`src/rtl/dilv_pkg.sv`:
```
package dilv_pkg;
  // read-order permutation; MULT must be odd so the map is a bijection mod DEPTH
  function automatic int unsigned perm_addr(int unsigned idx, int unsigned mult,
                                            int unsigned offs, int unsigned depth);
    return (idx * mult + offs) % depth;
  endfunction
endpackage

```
`src/rtl/dilv_wr_ctrl.sv`:
```
module dilv_wr_ctrl #(
  parameter int WORD_W = 11,
  parameter int DEPTH  = 64,
  localparam int AW  = $clog2(DEPTH),
  localparam int BLK = DEPTH * WORD_W,
  localparam int CW  = $clog2(BLK),
  localparam int PW  = $clog2(WORD_W)
) (
  input  logic          clk_i,
  input  logic          rst_ni,
  input  logic          bit_valid_i,
  input  logic          bit_i,
  input  logic          resync_i,
  input  logic          target_full_i,
  output logic          we_o,
  output logic [AW-1:0] waddr_o,
  output logic [PW-1:0] wpos_o,
  output logic          wbit_o,
  output logic          wsel_o,
  output logic          done_o,
  output logic [CW-1:0] cnt_o
);
  logic [CW-1:0]    cnt_q;
  logic             sel_q;
  logic [CW-AW-1:0] row;
  logic             last;

  assign row     = cnt_q[CW-1:AW];
  assign last    = (cnt_q == CW'(BLK - 1));
  assign we_o    = bit_valid_i && !resync_i && !target_full_i;
  assign waddr_o = cnt_q[AW-1:0];
  assign wpos_o  = PW'(WORD_W - 1) - PW'(row);
  assign wbit_o  = bit_i;
  assign wsel_o  = sel_q;
  assign done_o  = we_o && last;
  assign cnt_o   = cnt_q;

  always_ff @(posedge clk_i or negedge rst_ni) begin
    if (!rst_ni) begin
      cnt_q <= '0;
      sel_q <= 1'b0;
    end else if (resync_i) begin
      cnt_q <= '0;
    end else if (we_o) begin
      if (last) begin
        cnt_q <= '0;
        sel_q <= ~sel_q;
      end else begin
        cnt_q <= cnt_q + 1'b1;
      end
    end
  end
endmodule

```
`src/rtl/dilv_bank.sv`:
```
module dilv_bank #(
  parameter int WORD_W = 11,
  parameter int DEPTH  = 64,
  localparam int AW = $clog2(DEPTH),
  localparam int PW = $clog2(WORD_W)
) (
  input  logic              clk_i,
  input  logic              we_i,
  input  logic [AW-1:0]     waddr_i,
  input  logic [PW-1:0]     wpos_i,
  input  logic              wbit_i,
  input  logic [AW-1:0]     raddr_i,
  output logic [WORD_W-1:0] rdata_o
);
  logic [WORD_W-1:0] mem_q [DEPTH];

  always_ff @(posedge clk_i) begin
    if (we_i) mem_q[waddr_i][wpos_i] <= wbit_i;
  end

  assign rdata_o = mem_q[raddr_i];
endmodule

```
`src/rtl/dilv_rd_seq.sv`:
```
module dilv_rd_seq #(
  parameter int WORD_W = 11,
  parameter int DEPTH  = 64,
  parameter int MULT   = 37,
  parameter int OFFS   = 11,
  localparam int AW = $clog2(DEPTH)
) (
  input  logic              clk_i,
  input  logic              rst_ni,
  input  logic              rd_strobe_i,
  input  logic              avail_i,
  input  logic [WORD_W-1:0] rdata_i,
  output logic [AW-1:0]     raddr_o,
  output logic              sel_o,
  output logic              done_o,
  output logic [WORD_W-1:0] word_o,
  output logic              word_valid_o,
  output logic              block_start_o,
  output logic              ident_o
);
  import dilv_pkg::*;

  logic [AW-1:0] idx_q;
  logic          sel_q;
  logic          fire;

  assign fire    = rd_strobe_i && avail_i;
  assign raddr_o = AW'(perm_addr(int'(idx_q), MULT, OFFS, DEPTH));
  assign done_o  = fire && (idx_q == AW'(DEPTH - 1));
  assign sel_o   = sel_q;

  always_ff @(posedge clk_i or negedge rst_ni) begin
    if (!rst_ni) begin
      idx_q         <= '0;
      sel_q         <= 1'b0;
      word_o        <= '0;
      word_valid_o  <= 1'b0;
      block_start_o <= 1'b0;
      ident_o       <= 1'b0;
    end else begin
      word_valid_o  <= fire;
      block_start_o <= fire && (idx_q == '0);
      if (fire) begin
        word_o  <= rdata_i;
        ident_o <= idx_q[0];
        idx_q   <= idx_q + 1'b1;
        if (done_o) sel_q <= ~sel_q;
      end
    end
  end
endmodule

```
`src/rtl/dilv_buffer.sv`:
```
module dilv_buffer #(
  parameter int WORD_W = 11,
  parameter int DEPTH  = 64,
  parameter int MULT   = 37,
  parameter int OFFS   = 11,
  localparam int AW  = $clog2(DEPTH),
  localparam int PW  = $clog2(WORD_W),
  localparam int CW  = $clog2(DEPTH * WORD_W),
  localparam int NB  = 2
) (
  input  logic              clk_i,
  input  logic              rst_ni,
  input  logic              bit_valid_i,
  input  logic              bit_i,
  input  logic              resync_i,
  input  logic              rd_strobe_i,
  output logic [WORD_W-1:0] word_o,
  output logic              word_valid_o,
  output logic              block_start_o,
  output logic              ident_o
);
  logic [NB-1:0]     full_q;
  logic              we, wbit, wr_sel, wr_done;
  logic [AW-1:0]     waddr, raddr;
  logic [PW-1:0]     wpos;
  logic [CW-1:0]     wr_cnt;
  logic              rd_sel, rd_done;
  logic [WORD_W-1:0] rdata [NB];

  dilv_wr_ctrl #(.WORD_W(WORD_W), .DEPTH(DEPTH)) u_wr (
    .clk_i, .rst_ni, .bit_valid_i, .bit_i, .resync_i,
    .target_full_i(full_q[wr_sel]),
    .we_o(we), .waddr_o(waddr), .wpos_o(wpos), .wbit_o(wbit),
    .wsel_o(wr_sel), .done_o(wr_done), .cnt_o(wr_cnt)
  );

  for (genvar b = 0; b < NB; b++) begin : g_bank
    dilv_bank #(.WORD_W(WORD_W), .DEPTH(DEPTH)) u_bank (
      .clk_i,
      .we_i(we && (wr_sel == 1'(b))),
      .waddr_i(waddr), .wpos_i(wpos), .wbit_i(wbit),
      .raddr_i(raddr), .rdata_o(rdata[b])
    );
  end

  dilv_rd_seq #(.WORD_W(WORD_W), .DEPTH(DEPTH), .MULT(MULT), .OFFS(OFFS)) u_rd (
    .clk_i, .rst_ni, .rd_strobe_i,
    .avail_i(full_q[rd_sel]), .rdata_i(rdata[rd_sel]),
    .raddr_o(raddr), .sel_o(rd_sel), .done_o(rd_done),
    .word_o, .word_valid_o, .block_start_o, .ident_o
  );

  // a bank is filled only when empty and read only when full: no set/clear clash
  always_ff @(posedge clk_i or negedge rst_ni) begin
    if (!rst_ni) begin
      full_q <= '0;
    end else begin
      for (int b = 0; b < NB; b++) begin
        if (wr_done && wr_sel == 1'(b)) full_q[b] <= 1'b1;
        else if (rd_done && rd_sel == 1'(b)) full_q[b] <= 1'b0;
      end
    end
  end
endmodule

```
`config.mk`:
```
export PLATFORM = sky130hd
export DESIGN_NAME = dilv_buffer
export DESIGN_NICKNAME = d
export VERILOG_FILES = /design/src/rtl/dilv_pkg.sv /design/src/rtl/dilv_wr_ctrl.sv /design/src/rtl/dilv_bank.sv /design/src/rtl/dilv_rd_seq.sv /design/src/rtl/dilv_buffer.sv
export SDC_FILE = /design/constraint.sdc
export NUM_CORES = 2
export LEC_CHECK = 0
export BUFFER_PORTS_ARGS = -buffer_cell sky130_fd_sc_hd__buf_2
export CORE_MARGIN = 2
export CORE_UTILIZATION = 40
export DETAILED_ROUTE_END_ITERATION = 8
export GPL_ROUTABILITY_DRIVEN = 0
export PLACE_DENSITY_LB_ADDON = 0.15
export SYNTH_ARGS = -nofsm -noshare
export SYNTH_HDL_FRONTEND = slang
export SYNTH_SLANG_ARGS = --single-unit
```
`constraint.sdc`:
```
create_clock -name clk_i -period 5.7 [get_ports clk_i]
set_input_delay 0.57 -clock clk_i [delete_from_list [all_inputs] [get_ports clk_i]]
set_output_delay 0.57 -clock clk_i [all_outputs]
set_load 0.02 [all_outputs]
```
==> metrics <==
status=finished clean; Tightest Hold Check Type=in -> reg; Post-route DRC=0; vias in the first global route=roughly 37k; Final Hold Fails=0; share of layout cells above drive strength 1=roughly 13%; routed wire length=approximately 190,000 um; number of synthesized flops with an enable pin=~1.4k; Slew @ Worst Pin=1300 ps; Seq cells post-synth=approximately 1.4k; Crit path arrival time=6160 ps; Final WS setup=approximately 190 ps; Routed Antenna Nets=0; highest cell delay on the worst timing path=around 1300 ps; Period Utilization, post-route=a little over nine tenths; Net Count, Synth=around 4.6k; Slew headroom=12.8%; GRT overflow=0; Cells after Synth=~4.6k; via count=roughly 38k; Setup Skew=approximately 40 ps; Initial Util=about two fifths; first-pass GRT wire length=between 200,000 and 300,000 um; Port Buf Inserts=19; Clock Latency Late Sink=810 ps; endpoints failing setup=0; top_reg_cell synth=edfxtp_1; most common cell after layout, fill and taps aside=nor2_1; max-cap check violation count=0; Leak=23.2 nW; gr usage total=between 20% and 30%; largest net degree at the start of global routing=roughly 260; largest cells by area after synthesis=edfxtp_1, nor2_1, mux2i_1; Die Y-Extent=between 400 and 500 um; area delta synth->final=11.2%; maximum vdd drop=about 0.3 mV; crit-path cells=ha_1, fa_4, inv_1, buf_4, nor2_1, a32oi_1, a21oi_1, a211oi_1; Final min period=5510 ps; slowest library cell on the worst path=fa_4; vias per inst=roughly 5.7; Final #Nets=4,503; asr flop ratio synth=2.36%; Avg WL per Cell=27.8 um; Root Buffer=clkbuf_16; core area=~160,000 um^2; DRT iter0 DRCs=approximately 4.4k; Syn Std Cell Area=~63,000 um^2; H-tree Lvls=4; Syn Area/Cell=between 10 and 15 um^2; DP Wirelength=roughly 110,000 um; I/O pin count=20; Yosys top cell area share=between 60 and 70%; clock transition at the registers of the reported paths=approximately 60 ps; TritonCTS clock tree=yes; Crit Path Max Fanout=30; Crit. End Element=flop; Site Rows=approximately 150; TritonCTS Buffers=between 150 and 200; WS Path Type=reg -> reg; Pwr Density=312 nW/um^2; Final Max Tran Viols=0; initial antenna violation count=11; pre-CTS setup slack=around 350 ps; post-synthesis sequential area ratio=68.4%; die area=around 160,000 um^2; clock buffer depth=3; # resized after CTS=0; drt first pass iters=5; most frequent cells in the layout=nor2_1, edfxtp_1, mux2i_1; synth unique cells=64; RSZ-0062 raised after global routing=no; crit start category=flop; Max Freq=around 0.18 GHz; Synth area leader=edfxtp_1; Die W=around 400 um; TNS Setup=0 ps; clk sink count=around 1.4k; yosys warns=0; data required time at the worst endpoint=around 6400 ps
[worst max-delay path, delay by kind of cell (launching register included)]
kind / cells / cell delay (ps)
adder cells (fa/ha/maj): 2 / 1700
AO/OA/AOI/OAI: 3 / 1400
flip-flops: 1 / 570
AND/OR/NAND/NOR: 1 / 800
buffers and inverters: 2 / 850
[cells in the mapped netlist, types with 7 or more instances]
cell type / number
nor2_1: 1435
edfxtp_1: 1408
mux2i_1: 412
clkbuf_1: 320
nand2_1: 194
mux4_2: 166
a22oi_1: 134
buf_4: 42
buf_2: 35
dfrtp_1: 34
o21ai_0: 33
o22ai_1: 31
a21oi_1: 29
a221oi_1: 26
a211oi_1: 21
buf_6: 21
nor3_1: 20
buf_1: 14
xnor2_1: 13
a221o_1: 12
and2_1: 12
ha_1: 12
nand3_1: 12
a32oi_1: 11
nor2b_1: 11
o32ai_1: 11
a22o_1: 10
o211ai_1: 10
nand4_1: 9
a2111oi_0: 8
o21ai_1: 8
a211oi_2: 7
buf_8: 7
[final cells by class]
type                            instances  area, um^2
Fill cell                           14200       86300
Antenna cell                            2        5.00
Clock inverter                         91         758
Sequential cell                      1442       43100
Clock buffer                          205        4250
Tap cell                             2058        2570
Timing Repair Buffer                  156        1360
Multi-Input combinational cell       2716       18000
Inverter                                7        26.3
[report_power, final]
group / switching (mW) / internal [mW] / total, mW
Clock: 4.35 / 5.62 / 9.96
Combinational: 0.214 / 0.0261 / 0.240
Sequential: 0.00452 / 11.6 / 11.6
[metal layers]
layer	up-vias	part of all wire, %	routed length (um)	GRT usage (%)
li1	16600	-	-	-
met1	20100	45	84000	34.1
met2	1355	45	84000	34.5
met3	226	7.1	13100	3.98
met4	2	2.3	4300	5.73
met5	-	0.0070	13	0
[state kept, by name (all words and copies together), names as in the netlist]
name / flops
full_q: 2
u_rd.sel_o: 1
u_rd.ident_o: 1
u_rd.idx_q: 6
u_rd.word_o: 11
g_bank.u_bank.mem_q: 1408
u_wr.wsel_o: 1
u_wr.cnt_o: 10
u_rd.block_start_o: 1
u_rd.word_valid_o: 1
[repair_timing]
| item | in CTS | in global routing |
|---|---|---|
| setup buffers | 0 | 0 |
| hold endpoints to repair | 34 | 0 |
| hold buffers | 1 | 0 |
[stage by stage]
step | cell area [um^2] | hold slack [ps] | util (%) | power, mW | instances
finish | 70100 | 65.7 | 44.8 | 21.8 | 6677
global route | 70100 | 50.4 | 44.8 | 22.4 | 6675
CTS | 70100 | 21.0 | 44.8 | 22.0 | 6675
detailed placement | 65100 | 486 | 41.6 | 12.1 | 6378
global placement | 65100 | 491 | 41.6 | 12.1 | 6378
floorplan | 63100 | 274 | - | 11.9 | 4607
[cell families after synthesis]
kind of cell / Yosys count / share of synthesized area (%)
muxes: 582 / 12.5
DFF: 1442 / 68.4
adders and majority gates: 13 / 0.270
AOI/OAI and AO/OA: 380 / 4.48
xor gates and xnor gates: 18 / 0.262
buffers and inverters: 449 / 3.42
and+or+nand+nor: 1723 / 10.6
[worst paths after layout]
kind | start | to | slack (ps) | cells past startpoint
setup / recovery | u_rd.idx_q[0]$_DFFE_PN0P_ | u_rd.word_o[8]$_DFFE_PN0P_ | 190 | 8
hold / removal | resync_i | u_wr.cnt_o[8]$_DFFE_PN0P_ | 70 | 2
setup reg to reg | u_rd.idx_q[0]$_DFFE_PN0P_ | u_rd.word_o[8]$_DFFE_PN0P_ | 190 | 8
hold reg to reg | u_wr.wsel_o$_DFFE_PN0P_ | u_wr.wsel_o$_DFFE_PN0P_ | 500 | 1
max in group asynchronous | rst_ni | u_rd.idx_q[0]$_DFFE_PN0P_ | 4430 | 2
min in group asynchronous | rst_ni | u_rd.block_start_o$_DFF_PN0_ | 450 | 2
(Power assumes the default switching activity.)
